$ cat src/rtl/irqp_pkg.sv
package irqp_pkg;
  parameter int PRIO_W = 8;
  parameter int SRC_W  = 24;
  localparam int WORD_W = PRIO_W + SRC_W;
  localparam logic [PRIO_W-1:0] PRIO_NONE = '1;

  typedef enum logic [1:0] {
    OP_ACCEPT   = 2'd0,
    OP_SET_CPPR = 2'd1,
    OP_SET_MFRR = 2'd2,
    OP_EOI      = 2'd3
  } cmd_op_e;

  typedef enum logic [1:0] {
    CP_KEEP = 2'd0,
    CP_LOW  = 2'd1,
    CP_HIGH = 2'd2,
    CP_PEND = 2'd3
  } cppr_sel_e;

  typedef struct packed {
    cppr_sel_e cpprSel;
    logic      wrMfrr;
    logic      clrPend;
    logic      takeReq;
    logic      takeIpi;
    logic      doReject;
    logic      rejectReq;
    logic      doAccept;
    logic      doEoi;
    logic      doResend;
  } strobe_t;
endpackage

$ cat src/rtl/irqp_ctrl.sv
module irqp_ctrl
  import irqp_pkg::*;
#(
  parameter logic [SRC_W-1:0] IPI_NUM = 24'd2
) (
  input  logic              cmdValid,
  input  logic [1:0]        cmdOp,
  input  logic [WORD_W-1:0] cmdData,
  input  logic              reqValid,
  input  logic [PRIO_W-1:0] reqPrio,
  input  logic [PRIO_W-1:0] cppr,
  input  logic [PRIO_W-1:0] mfrr,
  input  logic [PRIO_W-1:0] pendPrio,
  input  logic              xisrNz,
  input  logic              ownedExt,
  output strobe_t           st
);
  logic [PRIO_W-1:0] lowVal, highVal, ipiCp, ipiMf;
  logic [SRC_W-1:0]  eoiNum;
  logic              ipiEn;

  assign lowVal  = cmdData[PRIO_W-1:0];
  assign highVal = cmdData[WORD_W-1:SRC_W];
  assign eoiNum  = cmdData[SRC_W-1:0];

  always_comb begin
    st      = '0;
    ipiEn   = 1'b0;
    ipiCp   = cppr;
    ipiMf   = mfrr;
    if (cmdValid) begin
      case (cmd_op_e'(cmdOp))
        OP_ACCEPT: begin
          st.doAccept = 1'b1;
          st.cpprSel  = CP_PEND;
          st.clrPend  = 1'b1;
        end
        OP_SET_CPPR: begin
          st.cpprSel = CP_LOW;
          if (lowVal < cppr) begin
            if (xisrNz && (lowVal <= pendPrio)) begin
              st.clrPend  = 1'b1;
              st.doReject = ownedExt;
            end
          end else if (lowVal > cppr) begin
            st.doResend = 1'b1;
            ipiEn       = 1'b1;
            ipiCp       = lowVal;
          end
        end
        OP_SET_MFRR: begin
          st.wrMfrr = 1'b1;
          ipiEn     = 1'b1;
          ipiMf     = lowVal;
        end
        default: begin
          st.cpprSel  = CP_HIGH;
          st.doEoi    = (eoiNum != '0) && (eoiNum != IPI_NUM);
          st.doResend = 1'b1;
          ipiEn       = 1'b1;
          ipiCp       = highVal;
        end
      endcase
      if (ipiEn && (ipiMf < ipiCp) && !(xisrNz && (pendPrio <= ipiMf))) begin
        st.takeIpi  = 1'b1;
        st.doReject = xisrNz && ownedExt;
      end
    end else if (reqValid) begin
      if ((reqPrio >= cppr) || (xisrNz && (pendPrio <= reqPrio))) begin
        st.doReject  = 1'b1;
        st.rejectReq = 1'b1;
      end else begin
        st.takeReq  = 1'b1;
        st.doReject = xisrNz && ownedExt;
      end
    end
  end
endmodule

$ cat src/rtl/irqp_datapath.sv
module irqp_datapath
  import irqp_pkg::*;
#(
  parameter logic [SRC_W-1:0] IPI_NUM = 24'd2
) (
  input  logic              clk,
  input  logic              rstN,
  input  strobe_t           st,
  input  logic [WORD_W-1:0] cmdData,
  input  logic [SRC_W-1:0]  reqSrc,
  input  logic [PRIO_W-1:0] reqPrio,
  output logic [PRIO_W-1:0] cppr,
  output logic [PRIO_W-1:0] mfrr,
  output logic [PRIO_W-1:0] pendPrio,
  output logic [SRC_W-1:0]  xisr,
  output logic              ownedExt,
  output logic              rdValid,
  output logic [WORD_W-1:0] rdData,
  output logic              rejValid,
  output logic [SRC_W-1:0]  rejSrc,
  output logic              eoiValid,
  output logic [SRC_W-1:0]  eoiSrc,
  output logic              resendPulse
);
  logic [PRIO_W-1:0] ipiPrio;
  assign ipiPrio = st.wrMfrr ? cmdData[PRIO_W-1:0] : mfrr;

  always_ff @(posedge clk) begin
    if (!rstN) begin
      cppr        <= '0;
      mfrr        <= PRIO_NONE;
      pendPrio    <= PRIO_NONE;
      xisr        <= '0;
      ownedExt    <= 1'b0;
      rdValid     <= 1'b0;
      rdData      <= '0;
      rejValid    <= 1'b0;
      rejSrc      <= '0;
      eoiValid    <= 1'b0;
      eoiSrc      <= '0;
      resendPulse <= 1'b0;
    end else begin
      case (st.cpprSel)
        CP_LOW:  cppr <= cmdData[PRIO_W-1:0];
        CP_HIGH: cppr <= cmdData[WORD_W-1:SRC_W];
        CP_PEND: cppr <= pendPrio;
        default: ;
      endcase
      if (st.wrMfrr) mfrr <= cmdData[PRIO_W-1:0];
      if (st.clrPend) begin
        xisr     <= '0;
        pendPrio <= PRIO_NONE;
        ownedExt <= 1'b0;
      end else if (st.takeReq) begin
        xisr     <= reqSrc;
        pendPrio <= reqPrio;
        ownedExt <= 1'b1;
      end else if (st.takeIpi) begin
        xisr     <= IPI_NUM;
        pendPrio <= ipiPrio;
        ownedExt <= 1'b0;
      end
      rejValid    <= st.doReject;
      rejSrc      <= st.rejectReq ? reqSrc : xisr;
      rdValid     <= st.doAccept;
      rdData      <= {cppr, xisr};
      eoiValid    <= st.doEoi;
      eoiSrc      <= cmdData[SRC_W-1:0];
      resendPulse <= st.doResend;
    end
  end
endmodule

$ cat src/rtl/irq_presenter.sv
module irq_presenter
  import irqp_pkg::*;
#(
  parameter logic [SRC_W-1:0] IPI_NUM = 24'd2
) (
  input  logic              clk,
  input  logic              rstN,
  input  logic              cmdValid,
  input  logic [1:0]        cmdOp,
  input  logic [WORD_W-1:0] cmdData,
  input  logic              reqValid,
  input  logic [SRC_W-1:0]  reqSrc,
  input  logic [PRIO_W-1:0] reqPrio,
  output logic              reqReady,
  output logic              intOut,
  output logic              rdValid,
  output logic [WORD_W-1:0] rdData,
  output logic              rejValid,
  output logic [SRC_W-1:0]  rejSrc,
  output logic              eoiValid,
  output logic [SRC_W-1:0]  eoiSrc,
  output logic              resendPulse
);
  strobe_t           st;
  logic [PRIO_W-1:0] cppr, mfrr, pendPrio;
  logic [SRC_W-1:0]  xisr;
  logic              ownedExt;

  assign reqReady = !cmdValid;
  assign intOut   = (xisr != '0);

  irqp_ctrl #(.IPI_NUM(IPI_NUM)) u_ctrl (
    .cmdValid(cmdValid), .cmdOp(cmdOp), .cmdData(cmdData),
    .reqValid(reqValid), .reqPrio(reqPrio),
    .cppr(cppr), .mfrr(mfrr), .pendPrio(pendPrio),
    .xisrNz(intOut), .ownedExt(ownedExt), .st(st)
  );

  irqp_datapath #(.IPI_NUM(IPI_NUM)) u_dp (
    .clk(clk), .rstN(rstN), .st(st), .cmdData(cmdData),
    .reqSrc(reqSrc), .reqPrio(reqPrio),
    .cppr(cppr), .mfrr(mfrr), .pendPrio(pendPrio), .xisr(xisr),
    .ownedExt(ownedExt), .rdValid(rdValid), .rdData(rdData),
    .rejValid(rejValid), .rejSrc(rejSrc), .eoiValid(eoiValid),
    .eoiSrc(eoiSrc), .resendPulse(resendPulse)
  );
endmodule

$ cat config.mk
export PLATFORM = sky130hd
export DESIGN_NAME = irq_presenter
export DESIGN_NICKNAME = d
export VERILOG_FILES = /design/src/rtl/irqp_pkg.sv /design/src/rtl/irqp_ctrl.sv /design/src/rtl/irqp_datapath.sv /design/src/rtl/irq_presenter.sv
export SDC_FILE = /design/constraint.sdc
export NUM_CORES = 1
export LEC_CHECK = 0
export ABC_AREA = 1
export BUFFER_PORTS_ARGS = -buffer_cell sky130_fd_sc_hd__buf_2
export CAP_MARGIN = 20
export CORE_MARGIN = 2
export CORE_UTILIZATION = 30
export DETAILED_ROUTE_END_ITERATION = 16
export PLACE_DENSITY = 0.57
export RECOVER_POWER = 100
export SLEW_MARGIN = 15
export SYNTH_ARGS = -nofsm -noshare
export SYNTH_HDL_FRONTEND = slang
export SYNTH_HIERARCHICAL = 1
export SYNTH_SLANG_ARGS = --single-unit
$ cat constraint.sdc
create_clock -name clk -period 4.9 [get_ports clk]
set_input_delay 0.98 -clock clk [delete_from_list [all_inputs] [get_ports clk]]
set_output_delay 0.98 -clock clk [all_outputs]
set_load 0.02 [all_outputs]
# [Word-level counts from Yosys, hierarchy flattened]
# Index checks and enable logic that the tools add are counted.
[op_classes] reduce_logical=19 n_lt_le_gt_ge=7 bitwise_logic=2 muxes=40 eq_ne=6
[op_table] operator="24-bit two-way mux" count=3
[op_table] operator="8-bit two-way mux" count=8
[op_table] operator="24-bit nonzero test" count=2
[op_table] operator="8-bit <= comparator" count=3
[op_table] operator="24-bit by 2-bit != test with 1-bit output, second input constant" count=1
[op_table] operator="8-bit case mux with 3 select lines" count=1
[op_table] operator="1-bit two-way mux" count=20
[op_table] operator="8-bit less-than comparator" count=2
[op_table] operator="8-bit case mux with 2 select lines" count=1
[op_table] operator="8-bit >= comparator" count=1
[op_table] operator="8-bit > comparator" count=1
[op_table] operator="1-bit logical AND" count=7
[op_table] operator="2-bit == test, second input constant" count=3
[op_table] operator="1-bit case mux with 2 select lines" count=3
[op_table] operator="2-bit case mux with 3 select lines" count=1
[op_table] operator="5-bit OR reduction" count=1
[op_table] operator="2-bit by 1-bit == test with 1-bit output, second input constant" count=2
[op_table] operator="2-bit two-way mux" count=2
[op_table] operator="4-bit two-way mux" count=1
[op_table] operator="2-bit OR reduction" count=2
[op_table] operator="3-bit nonzero test" count=1
[op_table] operator="1-bit logical NOT" count=2
[op_table] operator="2-bit logical NOT" count=1
[op_table] operator="1-bit inverter" count=2
[op_table] operator="3 further kinds" count=3
[totals] inputBits=70 output_inout_bits=86 register_bits=133

# [Depth between registers and ports, before layout]
[logic_depth] word_depth=12 mapped_depth=27

# [Cells and area by module]
# The synthesis kept the hierarchy.
[by_module_without_submodules] module="irqp_datapath" area_per_inst_um2=4514.3 seq_area_each_um2=2662.6 instances=1 cells_per_inst=568
[by_module_without_submodules] module="irqp_ctrl" area_per_inst_um2=1750.4 seq_area_each_um2=0.0 instances=1 cells_per_inst=285
[by_module_without_submodules] module="irq_presenter" area_per_inst_um2=87.6 seq_area_each_um2=0.0 instances=1 cells_per_inst=23

# [Worst setup path before layout]
# Ideal clock, no wire load.
[synth_path] path_kind="input port to flip-flop" from="input cmdData[7]" to="register u_dp.pendPrio[0]" t_arrival_ps=3753 setup_ps=62 t_required_ps=4838 path_slack_ps=1085 stages=22 cell_sequence="ha_1 a21o_1 nor2_2 nand2_4 nand2_4 buf_2 a21oi_1 o21ai_0 o211ai_1 o21ai_0 ha_1 a21oi_1 nor2_1 nor2_1 nand3_1 a21oi_1 nand2_1 nor2_1 inv_2 nor2_4 nand2_1 nand3_1"
[synth_rtl] item="start: declaration" line="irq_presenter.sv:10" rtl="input logic [WORD_W-1:0] cmdData,"
[synth_rtl] item="end signal: assignment" line="irqp_datapath.sv:56" rtl="pendPrio <= reqPrio;"
[synth_rtl] item="end signal: assignment" line="irqp_datapath.sv:60" rtl="pendPrio <= ipiPrio;"
[synth_rtl] item="end: declaration" line="irqp_datapath.sv:14" rtl="output logic [PRIO_W-1:0] pendPrio,"

==> flow_summary.ini <==
[clocking]
postCtsHoldBufs = 0
cts_repair_resize_count = 0
cts_setup_buffers = 0
clock_latency_ps = 420
cts.clk_slew.worst_paths_ps = 70
clock-sinks = 133
htreeDepth = 4
cts_tree = built
cts_max_path_buffers = 2
cts-buffers-inserted = 17
clock-root-buffer = clkbuf_16

[detailed_routing]
post-route-drc-count = 0
drt_pass1_iterations = 5
wl_per_cell_um = 14.4
drt_iter0_markers = 442
routed_wl_mm = 18.8
vias = 5900
ant_nets = 0
vias_per_cell = 4.50

[power_and_ir_drop]
p_seq_share_pct = 39.8
power_density_nw_per_um2 = 391
swShare_pct = 33.2
p_switching_w = 0.00101
p_int_w = 0.00202
peakVddDrop_mv = 0.141
p_leak_nw = 3.97
pwr-share-clk_pct = 39.7
combPwrFrac_pct = 20.5

[yosys]
synth-async-reset-ratio_pct = 0
syn_nets = 997
ys_types = 36
yosysWarningCount = 6
netlist_area_um2 = 6350
synth.avg_cell_area_um2 = 7.25
ys_seq_area_share_pct = 41.9
synth-edff-count = 0
yosysTopAreaCell = dfxtp_1
synthDominantCellAreaShare_pct = 41.9
synth_ff_type = dfxtp_1
syn_inst = 876
ys_ff_latch = 133
synth_area_leaders = dfxtp_1 42%, nand2_1 13%, ha_1 10%

[sta]
post-route-period-util_pct = 82.7
slew_violations = 80
slew-limit-headroom_pct = -3.20
min_period_ps = 4050
layout_setup_ws_ps = 848
fin_setup_tns_ps = 0
tightest_slew_ps = 1550
skew_ps = 12.5
final-hold-violation-count = 0
fmax_ghz = 0.247
setup_violations = 0
rsz0062_at_grt = false

[worst_setup_path]
critical_path.max_fanout = 31
r2r_setup_slack_ps = 1070
crit_end = u_dp/xisr[16]
crit_type = in -> reg
end_kind = flop
reg2reg_depth = 20
r2r_start = u_dp/cppr[7]
cp.arrival_ps = 4400
crit_required_ps = 5250
crit_start = cmdData[7]
timing.rr.end = u_dp/xisr[16]
cp-start-kind = primary input

[grt]
grt-ovfl-total = 0
grt_pass1_wl_mm = 29.3
grt_util_all_layers_pct = 17.0
grt_pass1_vias = 5449
grt_antenna_before_repair = 0
grt_max_degree = 67

[outcome]
status = complete, but fails checks
failed_checks = max-capacitance violations, max-slew violations

[floorplanning]
rows = 53
die_area_um2 = 22400
io-pin-count = 156
fp.coreArea_um2 = 20900
die_width_um = 150
initial_core_util_pct = 30.4
die_h_um = 150

[layout]
antenna_cells = 0
nets = 1144
layout-drive-gt1-share_pct = 11.6
post-route-cell-area_um2 = 7750
fin_cells = 1311
area_delta_synth_final_pct = 22.0
final_common_cell = nand2_1
utilization_pct = 37.1
final_cell_mix = 222 x nand2_1, 133 x dfxtp_1, 131 x inv_1

[placement]
place.gp.congestion = 0.901
dpl_cell_area_um2 = 7320
pre_cts_ws_ps = 495
hpwl_mm = 13.8
dp_cells = 1278
portBuffers = 155

[worst_hold_path]
hold_path.class = reg -> reg

[flow_run]
drv_cap = 2
metrics by stage:
step           hold WS (ps)  power [W]
5_1_grt                 467    0.00321
2_1_floorplan           417    0.00165
6_report                450    0.00303
3_3_place_gp            447    0.00186
4_1_cts                 452    0.00308
3_5_place_dp            443    0.00186
sequential cells by signal, indices dropped and copies added (netlist names):
| name | count |
|---|---|
| u_dp/mfrr | 8 |
| u_dp/eoiValid | 1 |
| u_dp/cppr | 8 |
| u_dp/pendPrio | 8 |
| u_dp/rejValid | 1 |
| u_dp/ownedExt | 1 |
| u_dp/rejSrc | 24 |
| u_dp/rdValid | 1 |
| u_dp/xisr | 24 |
| u_dp/eoiSrc | 24 |
| u_dp/rdData | 32 |
| u_dp/resendPulse | 1 |
synth_stat cells (2+ instances only):
cell / number
nor3_1: 8
nand2_4: 2
nor2_1: 100
or2_2: 3
inv_2: 2
nand3_1: 31
nand2_1: 222
buf_2: 21
a21oi_1: 66
nor4_1: 4
buf_6: 5
o211ai_1: 8
buf_4: 2
nor2_4: 2
dfxtp_1: 133
clkbuf_1: 5
ha_1: 51
nand2_2: 3
o41ai_1: 2
nand4_1: 2
a211oi_1: 2
o21ai_0: 58
inv_1: 131
power by group through the flow:
stage                     Clock, W  Sequential [W]  Combinational, W
after floorplan                  0         0.00126          0.000394
after global placement           0         0.00123          0.000628
after detailed placement         0         0.00123          0.000634
after CTS                  0.00124         0.00121          0.000636
after global routing       0.00129         0.00121          0.000707
final                      0.00120         0.00121          0.000620
how the worst min path moves through the flow:
stage | depth (start not counted) | to | from | slack (ps)
floorplan | 2 | u_dp/rdData[25] | u_dp/cppr[1] | 420
global route | 2 | u_dp/rdData[23] | u_dp/xisr[23] | 470
global placement | 2 | u_dp/rdData[29] | u_dp/cppr[5] | 450
detailed placement | 2 | u_dp/rdData[29] | u_dp/cppr[5] | 440
finish | 2 | u_dp/rdData[23] | u_dp/xisr[23] | 450
CTS | 2 | u_dp/rdData[29] | u_dp/cppr[5] | 450
layer usage:
layer	routed length, um	global-route usage, %	share of wire (%)	vias up
li1	-	-	-	3054
met1	8820	23.4	47	2617
met2	8340	26.6	44	211
met3	1410	3.72	7.5	18
met4	244	5.00	1.3	0
met5	0	0	0	-
layout make-up:
class                      count  area [um2]
fill                        2259       13100
multi-input combinational    574        2970
sequential                   133        2660
timing repair buffer         163         714
inverter                     134         504
clock buffer                  17         425
tap                          275         344
clock inverter                15         135
kinds of logic after synthesis:
family                     Yosys count  synth area share, %
and+or+nand+nor                    381                 24.8
adders and majority gates           51                 10.0
DFF                                133                 41.9
AOI/OAI and AO/OA                  142                 12.0
buffers and inverters              169                 11.3
worst max-delay path, cell delays in order:
cell      delay [ps]
buf_2            180
ha_1             340
a21o_1           180
nor2_1           200
nand2_4          100
a21oi_1          290
o21ai_0          120
o311ai_0          90
o21ai_0          140
ha_1             320
nand2_1           70
nor2_1           110
nor2_1            60
nand3_1           90
a21oi_1           60
nand2_1          110
nor2_1            90
nor2_4           580
nand2_1          110
a21oi_1          170
Note: power is estimated with default switching activity, not from simulation.
